<file path="src/rtl/tone_ctrl_pkg.sv">
package tone_ctrl_pkg;
  localparam int NUM_BTN = 5;
  // bit positions inside the rise vector; lower index = higher priority
  localparam int B_RIGHT  = 0;
  localparam int B_LEFT   = 1;
  localparam int B_UP     = 2;
  localparam int B_DOWN   = 3;
  localparam int B_CENTER = 4;

  typedef enum logic [2:0] {
    ACT_NONE,
    ACT_FREQ_UP,
    ACT_FREQ_DN,
    ACT_AMP_UP,
    ACT_AMP_DN,
    ACT_WAVE
  } act_e;
endpackage

</file>
<file path="src/rtl/press_detect.sv">
module press_detect #(
  parameter int N = 5
) (
  input  logic         clk_i,
  input  logic         rst_ni,
  input  logic [N-1:0] lvl_i,
  output logic [N-1:0] rise_o
);
  logic [N-1:0] prev_q;

  always_ff @(posedge clk_i or negedge rst_ni) begin
    if (!rst_ni) prev_q <= '0;
    else         prev_q <= lvl_i;
  end

  assign rise_o = lvl_i & ~prev_q;

  for (genvar g = 0; g < N; g++) begin : g_chk
    // a press cannot be seen twice in a row
    p_single_rise_r7: assert property (@(posedge clk_i) disable iff (!rst_ni)
      rise_o[g] |=> !rise_o[g]);
  end
endmodule

</file>
<file path="src/rtl/action_arbiter.sv">
module action_arbiter
  import tone_ctrl_pkg::*;
(
  input  logic               clk_i,
  input  logic               rst_ni,
  input  logic [NUM_BTN-1:0] rise_i,
  output act_e               act_o
);
  always_comb begin
    act_o = ACT_NONE;
    if      (rise_i[B_RIGHT])  act_o = ACT_FREQ_UP;
    else if (rise_i[B_LEFT])   act_o = ACT_FREQ_DN;
    else if (rise_i[B_UP])     act_o = ACT_AMP_UP;
    else if (rise_i[B_DOWN])   act_o = ACT_AMP_DN;
    else if (rise_i[B_CENTER]) act_o = ACT_WAVE;
  end

  p_right_wins_r9: assert property (@(posedge clk_i) disable iff (!rst_ni)
    rise_i[B_RIGHT] |-> act_o == ACT_FREQ_UP);
  p_center_last_r9: assert property (@(posedge clk_i) disable iff (!rst_ni)
    (act_o == ACT_WAVE) |-> $countones(rise_i) == 1);
endmodule

</file>
<file path="src/rtl/sat_step_reg.sv">
module sat_step_reg #(
  parameter int W       = 12,
  parameter int SW      = 8,
  parameter int RST_VAL = 0
) (
  input  logic          clk_i,
  input  logic          rst_ni,
  input  logic          inc_i,
  input  logic          dec_i,
  input  logic [SW-1:0] step_i,
  output logic [W-1:0]  q_o
);
  localparam logic [W:0] MAX_EXT = {1'b0, {W{1'b1}}};

  logic [W:0]   step_ext, sum;
  logic [W-1:0] nxt;

  assign step_ext = {{(W + 1 - SW){1'b0}}, step_i};
  assign sum      = {1'b0, q_o} + step_ext;

  always_comb begin
    nxt = q_o;
    if (inc_i)      nxt = (sum > MAX_EXT) ? {W{1'b1}} : sum[W-1:0];
    else if (dec_i) nxt = (step_ext > {1'b0, q_o}) ? '0 : q_o - step_ext[W-1:0];
  end

  always_ff @(posedge clk_i or negedge rst_ni) begin
    if (!rst_ni) q_o <= W'(RST_VAL);
    else         q_o <= nxt;
  end

  p_no_wrap_up_r8: assert property (@(posedge clk_i) disable iff (!rst_ni)
    inc_i |=> q_o >= $past(q_o));
  p_no_wrap_dn_r8: assert property (@(posedge clk_i) disable iff (!rst_ni)
    dec_i |=> q_o <= $past(q_o));
  p_idle_hold_r7: assert property (@(posedge clk_i) disable iff (!rst_ni)
    (!inc_i && !dec_i) |=> $stable(q_o));
endmodule

</file>
<file path="src/rtl/tone_param_ctrl.sv">
module tone_param_ctrl
  import tone_ctrl_pkg::*;
#(
  parameter int PINC_W   = 12,
  parameter int AMP_W    = 10,
  parameter int STEP_W   = 8,
  parameter int PINC_RST = 601,
  parameter int AMP_RST  = 256
) (
  input  logic              clk_i,
  input  logic              rst_ni,
  input  logic              btn_left_i,
  input  logic              btn_right_i,
  input  logic              btn_up_i,
  input  logic              btn_down_i,
  input  logic              btn_center_i,
  input  logic [STEP_W-1:0] step_i,
  output logic [PINC_W-1:0] phase_inc_o,
  output logic [AMP_W-1:0]  amp_o,
  output logic              wave_sel_o
);
  logic [NUM_BTN-1:0] lvl, rise;
  act_e               act;

  always_comb begin
    lvl           = '0;
    lvl[B_RIGHT]  = btn_right_i;
    lvl[B_LEFT]   = btn_left_i;
    lvl[B_UP]     = btn_up_i;
    lvl[B_DOWN]   = btn_down_i;
    lvl[B_CENTER] = btn_center_i;
  end

  press_detect #(.N(NUM_BTN)) u_detect (
    .clk_i (clk_i), .rst_ni(rst_ni), .lvl_i(lvl), .rise_o(rise)
  );

  action_arbiter u_arb (
    .clk_i(clk_i), .rst_ni(rst_ni), .rise_i(rise), .act_o(act)
  );

  sat_step_reg #(.W(PINC_W), .SW(STEP_W), .RST_VAL(PINC_RST)) u_pinc (
    .clk_i (clk_i), .rst_ni(rst_ni),
    .inc_i (act == ACT_FREQ_UP), .dec_i(act == ACT_FREQ_DN),
    .step_i(step_i), .q_o(phase_inc_o)
  );

  sat_step_reg #(.W(AMP_W), .SW(STEP_W), .RST_VAL(AMP_RST)) u_amp (
    .clk_i (clk_i), .rst_ni(rst_ni),
    .inc_i (act == ACT_AMP_UP), .dec_i(act == ACT_AMP_DN),
    .step_i(step_i), .q_o(amp_o)
  );

  always_ff @(posedge clk_i or negedge rst_ni) begin
    if (!rst_ni)              wave_sel_o <= 1'b0;
    else if (act == ACT_WAVE) wave_sel_o <= ~wave_sel_o;
  end

  p_one_change_r7: assert property (@(posedge clk_i) disable iff (!rst_ni)
    $countones({phase_inc_o != $past(phase_inc_o), amp_o != $past(amp_o),
                wave_sel_o != $past(wave_sel_o)}) <= 1);
  p_center_flip_r6: assert property (@(posedge clk_i) disable iff (!rst_ni)
    (btn_center_i && !$past(btn_center_i) && !btn_right_i && !btn_left_i &&
     !btn_up_i && !btn_down_i) |=> wave_sel_o != $past(wave_sel_o));
  p_zero_step_r10: assert property (@(posedge clk_i) disable iff (!rst_ni)
    (step_i == '0 && !btn_center_i) |=> $stable(phase_inc_o) && $stable(amp_o));
endmodule

</file>
<file path="config.mk">
export PLATFORM = sky130hd
export DESIGN_NAME = tone_param_ctrl
export DESIGN_NICKNAME = d
export VERILOG_FILES = /design/src/rtl/tone_ctrl_pkg.sv /design/src/rtl/press_detect.sv /design/src/rtl/action_arbiter.sv /design/src/rtl/sat_step_reg.sv /design/src/rtl/tone_param_ctrl.sv
export SDC_FILE = /design/constraint.sdc
export NUM_CORES = 1
export LEC_CHECK = 0
export ABC_AREA = 1
export BUFFER_PORTS_ARGS = -buffer_cell sky130_fd_sc_hd__buf_2
export CORE_UTILIZATION = 55
export CTS_CLUSTER_DIAMETER = 60
export CTS_CLUSTER_SIZE = 10
export DETAILED_ROUTE_END_ITERATION = 6
export GPL_TIMING_DRIVEN = 0
export HOLD_SLACK_MARGIN = 0.12
export PLACE_DENSITY = 0.8
export RECOVER_POWER = 25
export SLEW_MARGIN = 20
export SYNTH_ARGS = -nofsm -noshare
export SYNTH_HDL_FRONTEND = slang
export SYNTH_HIERARCHICAL = 1
export SYNTH_SLANG_ARGS = --single-unit
</file>
<file path="constraint.sdc">
create_clock -name clk_i -period 1.9 [get_ports clk_i]
set_input_delay 0.285 -clock clk_i [delete_from_list [all_inputs] [get_ports clk_i]]
set_output_delay 0.285 -clock clk_i [all_outputs]
set_load 0.1 [all_outputs]
</file>
---- Yosys cells after proc, flatten, opt, wreduce, memory -nomap -nowiden ----
Cells that the tools add are included.
cells by class
  bitwise gates (word level) .............. 3
  reductions and logical operators ........ 2
  $lt $le $gt $ge ......................... 4
  eq/ne operators ......................... 5
  multiplexer cells ....................... 13
  add/sub/neg operators ................... 4
operators with widths
  cell                    number
  $mux W12                4
  $mux W10                4
  $mux W3                 5
  $add A12 B8 Y13         1
  $gt A13 B12 Y1 const B  1
  $gt A8 B12 Y1           1
  $sub A12 B8 Y12         1
  $add A10 B8 Y11         1
  $gt A11 B10 Y1 const B  1
  $gt A8 B10 Y1           1
  $sub A10 B8 Y10         1
  $eq A3 B2 Y1 const B    2
  $eq A3 B3 Y1 const B    2
  $and A5 B5 Y5           1
  $not A5 Y5              1
  $reduce_bool A2 Y1      2
  $eq A3 B1 Y1 const B    1
  $not A1 Y1              1
storage, ports and cells
  word-level logic and storage cells ...... 35
  output and inout port bits .............. 23
  flip-flop bits (word level) ............. 28

---- Longest topological paths before layout ----
Gate-level depths: netlist of the first run.
  word-level depth ........................ 10
  depth in mapped cells ................... 16
  mapped depth without buffers ............ 16

---- Modules after synthesis ----
The synthesis of the first run kept the hierarchy.
modules (own cells, without submodules)
  module                 area an instance (um^2)  instances  cells each  sequential area each (um^2)
  sat_step_reg (u_pinc)  1746.7                   1          294         306.5
  sat_step_reg (u_amp)   1576.5                   1          245         251.5
  press_detect           175.2                    1          15          125.1
  tone_param_ctrl        82.6                     1          13          25.0
  action_arbiter         47.5                     1          12          0.0

---- Worst setup path after synthesis of the first run ----
No wires, ideal clock.
  path type ............................... reg2reg
  start point ............................. register u_amp.q_o[0]
  end point ............................... register u_amp.q_o[0]
  data arrival time ....................... 2421 ps
  data required time ...................... 1823 ps
  clock period less this slack ............ 2498 ps
  setup time .............................. 77 ps
  path slack .............................. -598 ps
  cell stages (with the launch flop) ...... 13
  cells stage by stage .................... dfrtp_1 ha_1 inv_1 fa_1 inv_1 nand3_1 nand2_2 nand2_2 nand2_4 nand3_4 o21ai_1 nand2_1 o21ai_1
between the ends
  word-level cells in the longest chain between the ends .. 4
  elaborated cells between the ends (all ways) .. 8
  classes of those cells .................. add/sub: 2; order compare: 2; mux: 4
RTL lines
  item                                               line                                    source
  from (decl)                                        sat_step_reg.sv:11                      output logic [W-1:0] q_o
  from (signal assigned)                             sat_step_reg.sv:28                      if (!rst_ni) q_o <= W'(RST_VAL);
  from (signal assigned)                             sat_step_reg.sv:29                      else q_o <= nxt;
  $add A10 B8 Y11 (tied with other cells)            sat_step_reg.sv:19                      assign sum = {1'b0, q_o} + step_ext;
  $gt A11 B10 Y1 / $mux W10 (equally long branches)  sat_step_reg.sv:23, sat_step_reg.sv:24
  $mux W10 (on tied branches)                        sat_step_reg.sv:23, sat_step_reg.sv:24
  $mux W10 *                                         sat_step_reg.sv:23                      if (inc_i) nxt = (sum > MAX_EXT) ? {W{1'b1}} : sum[W-1:0];
Mark *: on every way between the ends. The rest lies on a longest branch, timed or not. The select of a mux whose other input is x is not followed.
A chain may end at the register's enable or synchronous reset.

---- Worst setup path in the final report of the first run ----
  start point ............................. register u_pinc.q_o[6]
  end point ............................... register u_pinc.q_o[8]
between the ends
  word-level cells in the longest chain between the ends .. 4
  elaborated cells between the ends (all ways) .. 8
  classes of those cells .................. add/sub: 2; order compare: 2; mux: 4
RTL lines
  item                                               line
  from (decl)                                        sat_step_reg.sv:11
  from (signal assigned)                             sat_step_reg.sv:28
  from (signal assigned)                             sat_step_reg.sv:29
  $add A12 B8 Y13 (tied with other cells)            sat_step_reg.sv:19
  $gt A13 B12 Y1 / $mux W12 (equally long branches)  sat_step_reg.sv:23, sat_step_reg.sv:24
  $mux W12 (on tied branches)                        sat_step_reg.sv:23, sat_step_reg.sv:24
  $mux W12 *                                         sat_step_reg.sv:23
Marked as above.

==> results of run 1 <==
report_power, final:
| group | switching, mW | internal (mW) |
|---|---|---|
| logic | 4.79 | 2.11 |
| registers | 0.345 | 0.961 |
| clock network | 0.219 | 0.186 |
| total | 5.35 | 3.26 |
stage by stage:
stage / hold WS, ns / std cells
after CTS: 0.499 / 715
final: 0.510 / 731
after floorplan: -0.0106 / 579
after global placement: 0.361 / 693
after detailed placement: 0.366 / 693
after global routing: 0.503 / 731
state kept, by name, indices dropped and copies added, names as in the netlist:
signal           count
u_detect/prev_q      5
u_pinc/q_o          12
wave_sel_o           1
u_amp/q_o           10
what timing repair did:
action                                 in CTS  in global routing
endpoints found under the hold margin      27                  0
resized for setup                          20                 69
gates cloned                                1                  0
hold buffers                                6                  0
setup endpoints to repair                  22                 22
setup buffers                              11                 16
pin swaps                                  17                 32
tightest hold or removal path, delay by kind of cell:
| kind | cells | cell delay, ns |
|---|---|---|
| fa+ha+maj | 1 | 0.15 |
| compound gates | 1 | 0.06 |
| buf+inv | 1 | 0.20 |
| simple gates | 2 | 0.10 |
layout make-up:
cell class,instances,area (um^2),area share (%)
inverter,109,435,9.27
clock buffer,4,55.1,1.17
multi-input combinational,432,2800,59.7
timing repair buffer,70,447,9.50
buffer,11,103,2.18
sequential,28,759,16.2
tap,77,96.3,2.05
metal layers:
metal / track usage (%) / vias to the layer above
li1: - / 1970
met1: 44.7 / 1887
met2: 49.8 / 216
met3: 2.88 / 24
met4: 7.21 / 0
met5: 0 / -
cell families (layout without fill, tap and decap cells):
| kind of cell | count (synthesis) | in the layout | synth area share (%) |
|---|---|---|---|
| AO/OA/AOI/OAI | 55 | 55 | 9.55 |
| XOR/XNOR | 10 | 10 | 2.41 |
| adder cells (fa/ha/maj) | 36 | 36 | 13.2 |
| buffers and inverters | 120 | 194 | 13.7 |
| flip-flops | 28 | 28 | 19.5 |
| AND/OR/NAND/NOR | 330 | 331 | 41.6 |
how the worst max path moves through the flow:
| stage | start | end | slack [ns] | cells past startpoint |
|---|---|---|---|---|
| after floorplan | u_pinc/q_o[0] | u_pinc/q_o[10] | -0.20 | 12 |
| after global placement | btn_down_i | u_pinc/q_o[8] | -0.34 | 15 |
| after detailed placement | btn_down_i | u_pinc/q_o[8] | -0.38 | 15 |
| after CTS | u_pinc/q_o[0] | u_pinc/q_o[7] | -0.20 | 12 |
| after global routing | u_pinc/q_o[6] | u_pinc/q_o[8] | -0.23 | 14 |
| final | u_pinc/q_o[6] | u_pinc/q_o[8] | -0.16 | 14 |
cells in the mapped netlist, types with 4 or more instances:
| cell type | instances |
|---|---|
| inv_2 | 11 |
| xor2_1 | 10 |
| dfstp_2 | 6 |
| nor2_2 | 9 |
| a21oi_1 | 24 |
| nand2_1 | 171 |
| buf_4 | 4 |
| fa_1 | 4 |
| dfrtp_1 | 22 |
| nor3_1 | 5 |
| nand4_1 | 13 |
| nor2_1 | 41 |
| nand3_1 | 70 |
| ha_1 | 32 |
| nand2_2 | 9 |
| o21ai_0 | 9 |
| inv_1 | 95 |
| o211ai_1 | 7 |
==> flow_summary.json, run 1 <==
{
  "status": "finished, violations left",
  "violations": "negative setup slack",
  "slew_worst_pin_ns": 0.786,
  "drc": 0,
  "final_layout_size_suffix_gt1_share_pct": 34.7,
  "cts.root.buffer_cell": "clkbuf_8",
  "critPathLaunchType": "register",
  "fin_crit_ns": 2.06,
  "cp_cell_sequence": "ha_1, buf_6, nand2_2, inv_2, nand2_1, nand2_2, nor2_2, nand2_2, nand2_4, inv_1, nand3_1, nand2_1, nand2_1, nand2_1",
  "wire_per_inst_um": 15.3,
  "critPathCaptureType": "register",
  "layout.cells.most_common_list": "150 x nand2_1, 80 x inv_1, 60 x nand3_1",
  "met3_length_um": 961,
  "portBuffers": 37,
  "setup.worst_path.class": "reg2reg",
  "detail_route.first_pass.iterations": 5,
  "timing.hold.worst_endpoint": "u_pinc/q_o[0]",
  "wirelength_mm": 11.2,
  "maxUsedRoutingLayer": "met4",
  "power.leakage_nw": 2.49,
  "synth_area_um2": 3630,
  "hold_violations": 0,
  "timing.max_slew.rel_slack_pct": 47.6,
  "clockBufferDepth": 2,
  "unrepaired_setup_endpoints_after_global_routing": "yes",
  "timing.final.crit_share_pct": 108,
  "cell_depth_of_the_worst_flop_to_flop_path": 14,
  "post-route-cell-area_um2": 4700,
  "setup_violations": 15,
  "clkSinkCount": 28,
  "tns_ns": -1.62,
  "clk_transition_reported_paths_ns": 0.12,
  "number_of_nets_in_the_synthesized_netlist": 630,
  "ys.warnings.count": 6,
  "synth.lib_cells_used.distinct": 35,
  "netlist_top_cells_area": "nand2_1 18%, dfrtp_1 15%, ha_1 11%",
  "gp_routability_congestion": 0.937,
  "fraction_of_synthesized_cell_area_taken_by_the_top_area_cell_type_pct": 17.7,
  "via_density": 5.60,
  "grt_max_degree": 29,
  "nFillCells": 499,
  "r2r-start": "u_pinc/q_o[6]",
  "hold_path.class": "in2reg",
  "cpMaxStageDelayCell": "dfstp_4",
  "die_x_um": 83.2,
  "rrSetupSlack_ns": -0.16,
  "globalRouteTotalUtil_pct": 30.9,
  "final_core_utilization_pct": 74.0,
  "cts-buffers-inserted": 3,
  "ant_nets": 0,
  "initial_antenna_violation_count": 0,
  "synth_seq_cells": 28,
  "critPathBufInv": 3,
  "finalClockSkew_ns": 0.0110,
  "power_density_over_the_cells_nw_per_um2": 1830,
  "vdd.ir_drop.worst_uv": 1610,
  "dr_total_vias": 4097,
  "floorplan.io_pins": 38,
  "final_net_count": 706,
  "initialDrtViolationCount": 388,
  "most_common_cell_after_layout_fill_and_taps_aside": "nand2_1",
  "maxSlewViolCount": 0,
  "layout_stage_area_growth_over_the_synthesis_result_pct": 29.5,
  "htreeDepth": 1,
  "floorplan.initialDensity_pct": 57.1,
  "finalWorstSetupSlack_ns": -0.161,
  "coreArea_um2": 6350,
  "synth.largest_area_cell": "nand2_1",
  "tritoncts": "built",
  "cp_top_family": "simple AND/OR/NAND/NOR gates",
  "synthCells": 579,
  "critical_path.reg2reg.endpoint": "u_pinc/q_o[8]",
  "first_global_vias": 3678,
  "required_ns": 2.08,
  "synthesis.area_per_instance_um2": 6.27,
  "total_power_mw": 8.61,
  "core.rowCount": 29,
  "wl_met2_mm": 5.03,
  "grt_pass1_wl_mm": 17.4,
  "antenna-diode-count": 0,
  "fmaxAchievable_mhz": 485,
  "cell_occurring_most_often_along_the_worst_timing_path": "nand2_1",
  "dpl.hpwl_mm": 7.70,
  "cp.arrival_ns": 2.24,
  "async_reset_ff_share_pct": 100,
  "synth.yosys.seq_area_share_pct": 19.5,
  "die_h_um": 83.2,
  "synth_flop_cell": "dfrtp_1",
  "detail_route.wirelength.met1_mm": 4.96,
  "timing.hold.worst_path_depth": 5,
  "placedInstanceArea_um2": 4070,
  "cap_violations": 0,
  "clock_latency_ns": 0.29,
  "crit_path_max_fanout": 8,
  "fp.dieArea_um2": 6930,
  "worst_path_largest_cell_delay_ns": 0.65,
  "synth-edff-count": 0,
  "place_ws_ns": -0.380,
  "globalRoute.totalOverflow": 0,
  "timing.hold.worst.start": "step_i[0]"
}
Note: power is estimated with default switching activity, not from simulation.
==> run 2, diff against run 1 <==
--- a/config.mk
+++ b/config.mk
@@ -6,14 +6,15 @@
 export NUM_CORES = 1
 export LEC_CHECK = 0
 export ABC_AREA = 1
-export BUFFER_PORTS_ARGS = -buffer_cell sky130_fd_sc_hd__buf_2
-export CORE_UTILIZATION = 55
-export CTS_CLUSTER_DIAMETER = 60
+export BUFFER_PORTS_ARGS = -buffer_cell sky130_fd_sc_hd__buf_4
+export CORE_UTILIZATION = 56
+export CTS_BUF_LIST = sky130_fd_sc_hd__clkbuf_8
+export CTS_CLUSTER_DIAMETER = 100
 export CTS_CLUSTER_SIZE = 10
 export DETAILED_ROUTE_END_ITERATION = 6
 export GPL_TIMING_DRIVEN = 0
 export HOLD_SLACK_MARGIN = 0.12
-export PLACE_DENSITY = 0.8
+export PLACE_DENSITY = 0.81
 export RECOVER_POWER = 25
 export SLEW_MARGIN = 20
 export SYNTH_ARGS = -nofsm -noshare
==> flow_summary.json, run 2 (synthesis results as in run 1) <==
{
  "wire_per_inst_um": 15.7,
  "clk_transition_reported_paths_ns": 0.11,
  "htreeDepth": 1,
  "final_layout_size_suffix_gt1_share_pct": 32.3,
  "globalRoute.totalOverflow": 0,
  "dpl.cell_count": 691,
  "fmaxAchievable_mhz": 461,
  "globalRouteTotalUtil_pct": 32.7,
  "maxSlewViolCount": 0,
  "nFillCells": 486,
  "fin_crit_ns": 2.17,
  "gp_routability_congestion": 0.941,
  "critPathCaptureType": "register",
  "layoutNonFillerInstCount": 723,
  "drc": 0,
  "timing.max_slew.rel_slack_pct": 50.1,
  "critPathLaunchType": "register",
  "timing.hold.ws_ns": 0.435,
  "total_power_mw": 8.78,
  "cp.arrival_ns": 2.41,
  "cpMaxStageDelayCell": "dfstp_4",
  "r2r-start": "u_pinc/q_o[4]",
  "most_common_cell_after_layout_fill_and_taps_aside": "nand2_1",
  "coreArea_um2": 6100,
  "cell_depth_of_the_worst_flop_to_flop_path": 9,
  "clkSinkCount": 28,
  "clock_latency_ns": 0.29,
  "cts-buffers-inserted": 3,
  "layout_stage_area_growth_over_the_synthesis_result_pct": 31.2,
  "top_register": "u_pinc/q_o",
  "dr_total_vias": 4066,
  "power_density_over_the_cells_nw_per_um2": 1840,
  "die_x_um": 82.5,
  "initial_antenna_violation_count": 0,
  "cts.root.buffer_cell": "clkbuf_8",
  "registers_with_the_most_flip_flops": "u_pinc/q_o x12, u_amp/q_o x10, u_detect/prev_q x5",
  "layout.cells.most_common_list": "154 x nand2_1, 85 x inv_1, 59 x nand3_1",
  "grt_max_degree": 29,
  "power.leakage_nw": 2.49,
  "detail_route.first_pass.iterations": 6,
  "antenna-diode-count": 0,
  "worst_path_largest_cell_delay_ns": 0.66,
  "first_global_vias": 3487,
  "vdd.ir_drop.worst_uv": 1640,
  "floorplan.io_pins": 38,
  "timing.final.crit_share_pct": 114,
  "cap_violations": 0,
  "core.rowCount": 28,
  "violations": "negative setup slack",
  "crit_path_max_fanout": 6,
  "hold_path.class": "in2reg",
  "floorplan.initialDensity_pct": 59.5,
  "dpl.hpwl_mm": 7.91,
  "tns_ns": -2.49,
  "via_density": 5.62,
  "fp.dieArea_um2": 6810,
  "cp_cell_sequence": "ha_1, inv_1, nand2_1, nor2_1, nand3_2, nand2_4, buf_4, o21ai_0, nand3_1",
  "rrSetupSlack_ns": -0.27,
  "finalClockSkew_ns": 0.00286,
  "final_core_utilization_pct": 78.1,
  "required_ns": 2.14,
  "status": "finished, violations left",
  "slew_worst_pin_ns": 0.748,
  "finalWorstSetupSlack_ns": -0.269,
  "hold_violations": 0,
  "largest_register_ffs": 12,
  "final_net_count": 700,
  "critical_path.reg2reg.endpoint": "u_pinc/q_o[2]",
  "timing.hold.worst.start": "step_i[0]",
  "die_h_um": 82.5,
  "setup_violations": 15,
  "wirelength_mm": 11.4,
  "tritoncts": "built",
  "grt_pass1_wl_mm": 16.6,
  "portBuffers": 37,
  "clockBufferDepth": 2,
  "ant_nets": 0,
  "initialDrtViolationCount": 411,
  "timing.hold.worst_path_depth": 5,
  "unrepaired_setup_endpoints_after_global_routing": "yes",
  "setup.worst_path.class": "reg2reg",
  "timing.hold.worst_endpoint": "u_pinc/q_o[0]"
}
-- run 2: changes by cell type in the layout (fill, tap and decap cells not counted), moves of 5 or more --
cell / previous run / this run
inv_1: 80 / 85
buf_2: 36 / 1
nor2_1: 31 / 36
buf_4: 30 / 55
nor2_2: 15 / 9
nand2_2: 25 / 20
clkbuf_4: 0 / 6
-- run 2: worst max-delay path, delay by kind of cell (launching register included) --
kind                     cells  cell delay, ns
adder cells (fa/ha/maj)      1            0.30
flip-flops                   1            0.66
AND/OR/NAND/NOR              5            0.76
AO/OA/AOI/OAI                1            0.09
buffers and inverters        2            0.28
-- run 2: stage by stage --
stage / area, um^2 / setup WS, ns
global placement: 4160 / -0.326
detailed placement: 4160 / -0.355
global route: 4760 / -0.331
CTS: 4440 / -0.170
finish: 4760 / -0.269
floorplan: 3790 / -0.203
-- run 2: cell type report --
class | count | area (um^2) | area share (%)
clock inverters | 1 | 30.0 | 0.631
clock buffers | 3 | 41.3 | 0.867
plain buffers | 11 | 96.3 | 2.02
well taps | 75 | 93.8 | 1.97
multi-input cells | 432 | 2820 | 59.2
inverters | 109 | 430 | 9.04
flip-flops and latches | 28 | 759 | 16.0
repair buffers | 64 | 493 | 10.4
-- run 2: power by group --
part | switching [mW] | internal [mW]
clock network | 0.233 | 0.283
registers | 0.357 | 0.960
logic | 4.76 | 2.18
-- run 2: layer usage --
| layer | up-vias | share of wire (%) | track usage, % | wire length [um] |
|---|---|---|---|---|
| li1 | 1965 | - | - | - |
| met2 | 221 | 45 | 51.2 | 5170 |
| met1 | 1860 | 44 | 45.2 | 5040 |
| met4 | 0 | 1.5 | 10.2 | 170 |
| met5 | - | 0 | 0 | 0 |
| met3 | 20 | 8.7 | 6.48 | 985 |
-- run 2: worst max-delay path by stage --
stage               slack, ns              to  cells past startpoint          start
floorplan               -0.20  u_pinc/q_o[10]                     12  u_pinc/q_o[0]
global placement        -0.33   u_pinc/q_o[8]                     15     btn_down_i
detailed placement      -0.36   u_pinc/q_o[8]                     15     btn_down_i
CTS                     -0.17   u_pinc/q_o[8]                     13  u_pinc/q_o[0]
global route            -0.33   u_pinc/q_o[2]                     11  u_pinc/q_o[5]
finish                  -0.27   u_pinc/q_o[2]                      9  u_pinc/q_o[4]
-- run 2: what timing repair did --
action | 4_1_cts | 5_1_grt
endpoints found under the hold margin | 27 | 0
pin swaps | 17 | 33
gates resized for setup | 25 | 51
endpoints found under the setup margin | 22 | 22
cloned | 1 | 0
hold buffers | 6 | 0
buffers inserted | 8 | 13
==> run 3, diff against run 2 <==
--- a/config.mk
+++ b/config.mk
@@ -7,14 +7,14 @@
 export LEC_CHECK = 0
 export ABC_AREA = 1
 export BUFFER_PORTS_ARGS = -buffer_cell sky130_fd_sc_hd__buf_4
-export CORE_UTILIZATION = 56
-export CTS_BUF_LIST = sky130_fd_sc_hd__clkbuf_8
+export CORE_UTILIZATION = 55
+export CTS_BUF_LIST = sky130_fd_sc_hd__clkbuf_16
 export CTS_CLUSTER_DIAMETER = 100
 export CTS_CLUSTER_SIZE = 10
 export DETAILED_ROUTE_END_ITERATION = 6
 export GPL_TIMING_DRIVEN = 0
 export HOLD_SLACK_MARGIN = 0.12
-export PLACE_DENSITY = 0.81
+export PLACE_DENSITY = 0.8
 export RECOVER_POWER = 25
 export SLEW_MARGIN = 20
 export SYNTH_ARGS = -nofsm -noshare
==> flow_summary.json, run 3 (synthesis results as in run 1) <==
{
  "crit_path_max_fanout": 6,
  "fp.dieArea_um2": 6930,
  "multi_input_comb_area_um2": 2770,
  "nFillCells": 512,
  "final_core_utilization_pct": 74.1,
  "layout.cells.most_common_list": "155 x nand2_1, 81 x inv_1, 59 x nand3_1",
  "final_net_count": 697,
  "initial_antenna_violation_count": 0,
  "cap_violations": 0,
  "clock_latency_ns": 0.27,
  "via_density": 5.60,
  "status": "finished, violations left",
  "timing.hold.ws_ns": 0.148,
  "globalRouteTotalUtil_pct": 30.2,
  "hold_path.class": "in2reg",
  "violations": "negative setup slack",
  "timing.hold.worst_path_depth": 1,
  "final_layout_size_suffix_gt1_share_pct": 32.9,
  "globalRoute.totalOverflow": 0,
  "cts.root.buffer_cell": "clkbuf_16",
  "timing.max_slew.rel_slack_pct": 49.1,
  "antenna-diode-count": 0,
  "worst_path_largest_cell_delay_ns": 0.65,
  "regArea_um2": 759,
  "r2r-start": "u_pinc/q_o[4]",
  "maxSlewViolCount": 0,
  "clockBufferDepth": 2,
  "detail_route.first_pass.iterations": 5,
  "ant_nets": 0,
  "floorplan.initialDensity_pct": 57.1,
  "wire_per_inst_um": 15.0,
  "setup_violations": 14,
  "slew_worst_pin_ns": 0.764,
  "gp_routability_congestion": 0.931,
  "required_ns": 2.10,
  "grt_pass1_wl_mm": 17.0,
  "cpMaxStageDelayCell": "dfstp_4",
  "clk_transition_reported_paths_ns": 0.08,
  "vdd.ir_drop.worst_uv": 1510,
  "layout_stage_area_growth_over_the_synthesis_result_pct": 29.6,
  "clkSinkCount": 28,
  "coreArea_um2": 6350,
  "setup.worst_path.class": "reg2reg",
  "unrepaired_setup_endpoints_after_global_routing": "yes",
  "timing.hold.worst.start": "btn_up_i",
  "die_x_um": 83.2,
  "layoutNonFillerInstCount": 722,
  "timing.final.crit_share_pct": 109,
  "grt_max_degree": 29,
  "htreeDepth": 1,
  "fin_crit_ns": 2.06,
  "cp.arrival_ns": 2.27,
  "rrSetupSlack_ns": -0.16,
  "die_h_um": 83.2,
  "floorplan.io_pins": 38,
  "critPathLaunchType": "register",
  "cell_depth_of_the_worst_flop_to_flop_path": 10,
  "dpl.cell_count": 693,
  "most_common_cell_after_layout_fill_and_taps_aside": "nand2_1",
  "placedInstanceArea_um2": 4160,
  "critPathCaptureType": "register",
  "power.leakage_nw": 2.47,
  "largest_register_ffs": 12,
  "cts-buffers-inserted": 3,
  "tns_ns": -1.66,
  "portBuffers": 37,
  "fmaxAchievable_mhz": 485,
  "power_density_over_the_cells_nw_per_um2": 1850,
  "top_register": "u_pinc/q_o",
  "wirelength_mm": 10.8,
  "hold_violations": 0,
  "drc": 0,
  "dpl.hpwl_mm": 7.66,
  "dr_total_vias": 4043,
  "finalWorstSetupSlack_ns": -0.162,
  "timing.hold.worst_endpoint": "u_detect/prev_q[2]",
  "tritoncts": "built",
  "post-route-cell-area_um2": 4700,
  "registers_with_the_most_flip_flops": "u_pinc/q_o x12, u_amp/q_o x10, u_detect/prev_q x5",
  "cp_cell_sequence": "ha_1, inv_2, nand2_1, nor2_1, nand3_2, nand2_4, nand2_8, inv_4, a21oi_1, nand3_1",
  "initialDrtViolationCount": 371,
  "first_global_vias": 3642,
  "critical_path.reg2reg.endpoint": "u_pinc/q_o[10]",
  "core.rowCount": 29,
  "finalClockSkew_ns": 0.00372
}
## run 3: cell count changes in the layout (fill, tap and decap cells not counted), sizes merged
cell | before | now
clkbuf | 11 | 12
dlygate4sd3 | 6 | 3
buf | 61 | 60
clkinv | 1 | 2
bufinv | 1 | 0
## run 3: area by class of cell
cell class | count | share of cell area, %
clock buffer | 3 | 1.60
inverter | 109 | 9.26
sequential | 28 | 16.1
buffer | 11 | 2.10
tap | 77 | 2.05
clock inverter | 1 | 0.0798
multi-input combinational | 432 | 58.9
timing repair buffer | 61 | 9.84
## run 3: per-stage QoR
step	total power, mW	worst slack (ns)
floorplan	6.10	-0.203
global placement	7.20	-0.336
detailed placement	7.31	-0.342
CTS	8.10	-0.145
global route	9.29	-0.236
finish	8.71	-0.162
## run 3: worst max path at each step
stage                endpoint           from  slack, ns  depth (start not counted)
2_1_floorplan  u_pinc/q_o[10]  u_pinc/q_o[0]      -0.20                         12
3_3_place_gp    u_pinc/q_o[8]     btn_down_i      -0.34                         15
3_5_place_dp     u_amp/q_o[5]    btn_right_i      -0.34                         12
4_1_cts         u_pinc/q_o[8]  u_pinc/q_o[0]      -0.15                         13
5_1_grt         u_pinc/q_o[1]  u_pinc/q_o[0]      -0.24                         12
6_report       u_pinc/q_o[10]  u_pinc/q_o[4]      -0.16                         10
## run 3: critical path, delay by kind of cell, from the launching register on
family          cells  cell delay [ns]
flops               1             0.65
fa+ha+maj           1             0.32
buf+inv             2             0.21
simple gates        6             0.76
compound gates      1             0.04
## run 3: timing repair
action | in CTS | in global routing
setup endpoints to repair | 22 | 22
endpoints found under the hold margin | 22 | 2
resized for setup | 23 | 52
pin swaps | 18 | 22
gates cloned | 1 | 0
hold buffers | 1 | 2
buffers inserted | 10 | 11
## run 3: where the power goes
group / switching (mW) / internal (mW)
sequential: 0.334 / 0.961
clock: 0.230 / 0.284
combinational: 4.71 / 2.19
total: 5.28 / 3.44
## run 3: metal layers
layer  GRT usage, %  part of all wire, %  vias up
met4           7.52                  1.9        0
met3           4.97                  7.5       24
met5           1.52                    0        -
met1           43.2                   44     1854
met2           47.1                   46      201
li1               -                    -     1964
